$ cat src/rtl/period_meter.sv
module period_meter #(
  parameter int CNT_W       = 32,
  parameter int SYNC_STAGES = 2
) (
  input  logic             clk,
  input  logic             rst,
  input  logic             enable,
  input  logic             sig_in,
  output logic             m_valid,
  input  logic             m_ready,
  output logic [CNT_W-1:0] m_data,
  output logic             timeout,
  output logic             overrun
);

  localparam logic [CNT_W-1:0] CNT_MAX = {CNT_W{1'b1}};

  logic [SYNC_STAGES:0] smp;
  logic [CNT_W-1:0]     cnt;
  logic                 armed;
  logic                 rise, sat, take, slot_free;

  assign rise      = smp[SYNC_STAGES-1] & ~smp[SYNC_STAGES];
  assign sat       = (cnt == CNT_MAX);
  assign take      = rise & armed & enable;
  assign slot_free = ~m_valid | m_ready;

  always_ff @(posedge clk) begin
    if (rst) smp <= '0;
    else     smp <= {smp[SYNC_STAGES-1:0], sig_in};
  end

  always_ff @(posedge clk) begin
    if (rst)       cnt <= '0;
    else if (rise) cnt <= CNT_W'(1);
    else if (!sat) cnt <= cnt + CNT_W'(1);
  end

  always_ff @(posedge clk) begin
    if (rst)          armed <= 1'b0;
    else if (!enable) armed <= 1'b0;
    else if (rise)    armed <= 1'b1;
  end

  always_ff @(posedge clk) begin
    if (rst) begin
      m_valid <= 1'b0;
      m_data  <= '0;
    end else if (take && slot_free) begin
      m_valid <= 1'b1;
      m_data  <= cnt;
    end else if (m_ready) begin
      m_valid <= 1'b0;
    end
  end

  always_ff @(posedge clk) begin
    if (rst || !enable)        overrun <= 1'b0;
    else if (take && !slot_free) overrun <= 1'b1;
  end

  always_ff @(posedge clk) begin
    if (rst || !enable) timeout <= 1'b0;
    else if (rise)      timeout <= 1'b0;
    else if (sat)       timeout <= 1'b1;
  end

  a_r5_push_needs_enable: assert property (@(posedge clk) disable iff (rst)
    $rose(m_valid) |-> $past(enable));
  a_r5_disarm: assert property (@(posedge clk) disable iff (rst)
    !enable |=> !armed);
  a_r6_hold_word: assert property (@(posedge clk) disable iff (rst)
    (m_valid && !m_ready) |=> (m_valid && $stable(m_data)));
  a_r7_drop_flags: assert property (@(posedge clk) disable iff (rst)
    (m_valid && !m_ready && take) |=> overrun);
  a_r8_saturate: assert property (@(posedge clk) disable iff (rst)
    (sat && !rise) |=> (cnt == CNT_MAX));
  a_r8_timeout_off: assert property (@(posedge clk) disable iff (rst)
    !enable |=> !timeout);

endmodule

$ cat config.mk
export PLATFORM = sky130hd
export DESIGN_NAME = period_meter
export DESIGN_NICKNAME = d
export VERILOG_FILES = /design/src/rtl/period_meter.sv
export SDC_FILE = /design/constraint.sdc
export NUM_CORES = 1
export LEC_CHECK = 0
export ABC_AREA = 1
export BUFFER_PORTS_ARGS = -buffer_cell sky130_fd_sc_hd__buf_2
export CORE_ASPECT_RATIO = 2
export CORE_MARGIN = 2
export CORE_UTILIZATION = 44
export DETAILED_ROUTE_END_ITERATION = 16
export PLACE_DENSITY = 0.67
export SYNTH_ARGS = -nofsm -noshare
export SYNTH_HDL_FRONTEND = slang
export SYNTH_SLANG_ARGS = --single-unit
$ cat constraint.sdc
create_clock -name clk -period 2.7 [get_ports clk]
set_input_delay 0.54 -clock clk [delete_from_list [all_inputs] [get_ports clk]]
set_output_delay 0.54 -clock clk [all_outputs]
set_load 0.03 [all_outputs]
==> results.md <==
- Initial Util: 44.8%
- Maxcap violations: 0
- Grt ovf: 0
- # placed instances: 614
- Layout area overhead: 16.1%
- Core ar.: 7540 um2
- Antenna Nets Post-Route: 0
- Total number of vias: 3188
- Power per Cell Area: 631 nW/um2
- Crit-path max FO: 31
- DRC viols: 0
- CTS Sinks: 71
- Vias per cell: 5.07
- Post-Syn Nets: 502
- Period utilisation layout: 80.7%
- Die area: 8440 um2
- Hold Crit Class: in -> reg
- IO Port Bufs: 39
- Vias in the first global route: 3059
- Crit path cell chain: ha_1, inv_2, nor2_2, nand2_2, nor2_4, nand2_2, nand3_1, nand2_1, inv_1
- 1st-iter DRT viols: 119
- Worst path most repeated cell: nand2_2
- Synth Area per Inst: 6.82 um2
- Final WL: 9000 um
- Cts repair resizes: 0
- Final Max Slew Viols: 0
- Fin cells: 629
- Total Nets Final: 537
- Worst path max stage delay: 0.48 ns
- Synth Instances: 496
- Antenna Cells: 0
- Crit-path slowest cell: dfxtp_1
- Yosys reg bits: 71
- Final Setup Violations: 0
- Root Buffer: clkbuf_16
- Most common cell after layout, fill and taps aside: nand2_1
- Clock slew at reported path FFs: 0.06 ns
- R2r setup slk: 0.52 ns
- CP Data Required Time: 2.99 ns
- Static Leak: 1.55 nW
- Worst VDD drop: 555 uV
- RSZ-0062 raised after global routing: false
- Hold Vio Cnt, Final: 0
- Area occupied by multi-input gates: 1620 um2
- Worst EP arrival: 2.46 ns
- Global-route wire length before repair: 14400 um
- Post-Route Setup TNS: 0 ns
- Hold-fix buffers at CTS: 0
- Max Root-Sink Buffers: 2
- Die height: 128 um
- Most frequent cells in the layout: 154 x nand2_1, 71 x dfxtp_1, 60 x nand3_1
- Register area: 1420 um2
- Fillers: 802
- Clk_lat worst skew: 0.34 ns
- Global-route usage over all layers: 22.9%
- Mapped Area: 3380 um2
- Die X-Extent: 66.0 um
- Wire per inst: 14.3 um
- Post-route cell area: 3920 um2
- CTS tree: done
- Post-DP HPWL: 6710 um
- DRT Pass-1 Iters: 4
- Max_slew headroom: 59.3%
- Placer Congestion: 0.972
- Post-CTS setup buffer count: 0
- IO Pins: 40
- Antenna violations before repair: 0
- Yosys synthesis warning count: 0
- Peak Freq: 0.459 GHz
- Placed Instance Area: 3580 um2
- Critical path class: reg -> reg
- Post-layout util: 52.0%
- Outcome: finished clean
- Worst setup EP type: register
- Worst-Margin Slew: 0.608 ns
- Layout cells sized above 1: 14.4%
- Final Skew: 0.00630 ns
- Startpoint types: register
- Largest net degree at the start of global routing: 39
- Core Rows: 45
- Pwr Total: 2.48 mW
- Unique masters post-synth: 27
- H-tree depth reported by CTS: 3
- Fin crit period: 2.18 ns
- Register area share after synthesis: 42.0%
- CTS buffer count: 9
-- worst max-delay path, delay by kind of cell (launching register included) --
kind	cells	cell delay (ns)
adder cells (fa/ha/maj)	1	0.32
buffers and inverters	2	0.13
flip-flops	1	0.48
AND/OR/NAND/NOR	6	1.20
-- synthesized netlist by cell type, drive strengths merged --
cell	number	area share, %
buf	15	4.0
nor3	1	0.48
a21oi	41	6.8
dfxtp	71	42
nand3b	8	1.8
inv	49	5.4
xnor2	1	0.26
nor2	61	7.1
nand2	157	18
clkbuf	5	0.56
clkinv	2	0.22
o21ai	8	1.2
or2	5	0.93
xor2	2	0.52
nand3	60	8.9
ha	1	0.37
nand4	1	0.19
a31oi	8	1.5
-- path summary, 6_finish.rpt --
| kind | start | to | cells after the start |
|---|---|---|---|
| setup / recovery | cnt[0] | cnt[20] | 9 |
| hold / removal | sig_in | smp[0] | 3 |
| setup reg to reg | cnt[0] | cnt[20] | 9 |
| hold reg to reg | smp[0] | smp[1] | 2 |
-- cell type report --
class                           count  area share [%]
Clock buffer                       10            6.09
Tap cell                           94            3.00
Sequential cell                    71            36.2
Multi-Input combinational cell    354            41.2
Timing Repair Buffer               44            5.93
Inverter                           51            4.88
Clock inverter                      5            2.71
-- logic make-up after synthesis --
family | Yosys count | synth area share (%)
buffers and inverters | 71 | 10.2
AND/OR/NAND/NOR | 293 | 37.1
flip-flops | 71 | 42.0
AO/OA/AOI/OAI | 57 | 9.51
XOR/XNOR | 3 | 0.777
adder cells (fa/ha/maj) | 1 | 0.370
-- report_power, final --
group	switching (mW)	internal, mW	leakage (nW)	total [mW]
Sequential	0.00729	1.05	0.573	1.06
Clock	0.447	0.923	0.165	1.37
Combinational	0.0339	0.0121	0.814	0.0460
-- stage by stage --
step                hold slack [ns]  setup slack, ns
floorplan                     0.388             1.14
finish                        0.403            0.520
detailed placement            0.400            0.545
global route                  0.412            0.306
CTS                           0.403            0.529
global placement              0.402            0.653
-- registers in the layout (all words and copies together) (netlist names) --
| name | cells |
|---|---|
| armed | 1 |
| cnt | 32 |
| m_data | 32 |
| m_valid | 1 |
| overrun | 1 |
| smp | 3 |
| timeout | 1 |
-- layer usage --
| layer | routed length [um] | vias up | track usage, % | share of wire [%] |
|---|---|---|---|---|
| met5 | 0 | - | 0 | 0 |
| met4 | 543 | 0 | 16.0 | 6.0 |
| met3 | 270 | 32 | 4.48 | 3.0 |
| met2 | 4890 | 69 | 41.5 | 54 |
| met1 | 3300 | 1445 | 22.1 | 37 |
| li1 | - | 1642 | - | - |
(Power assumes the default switching activity.)
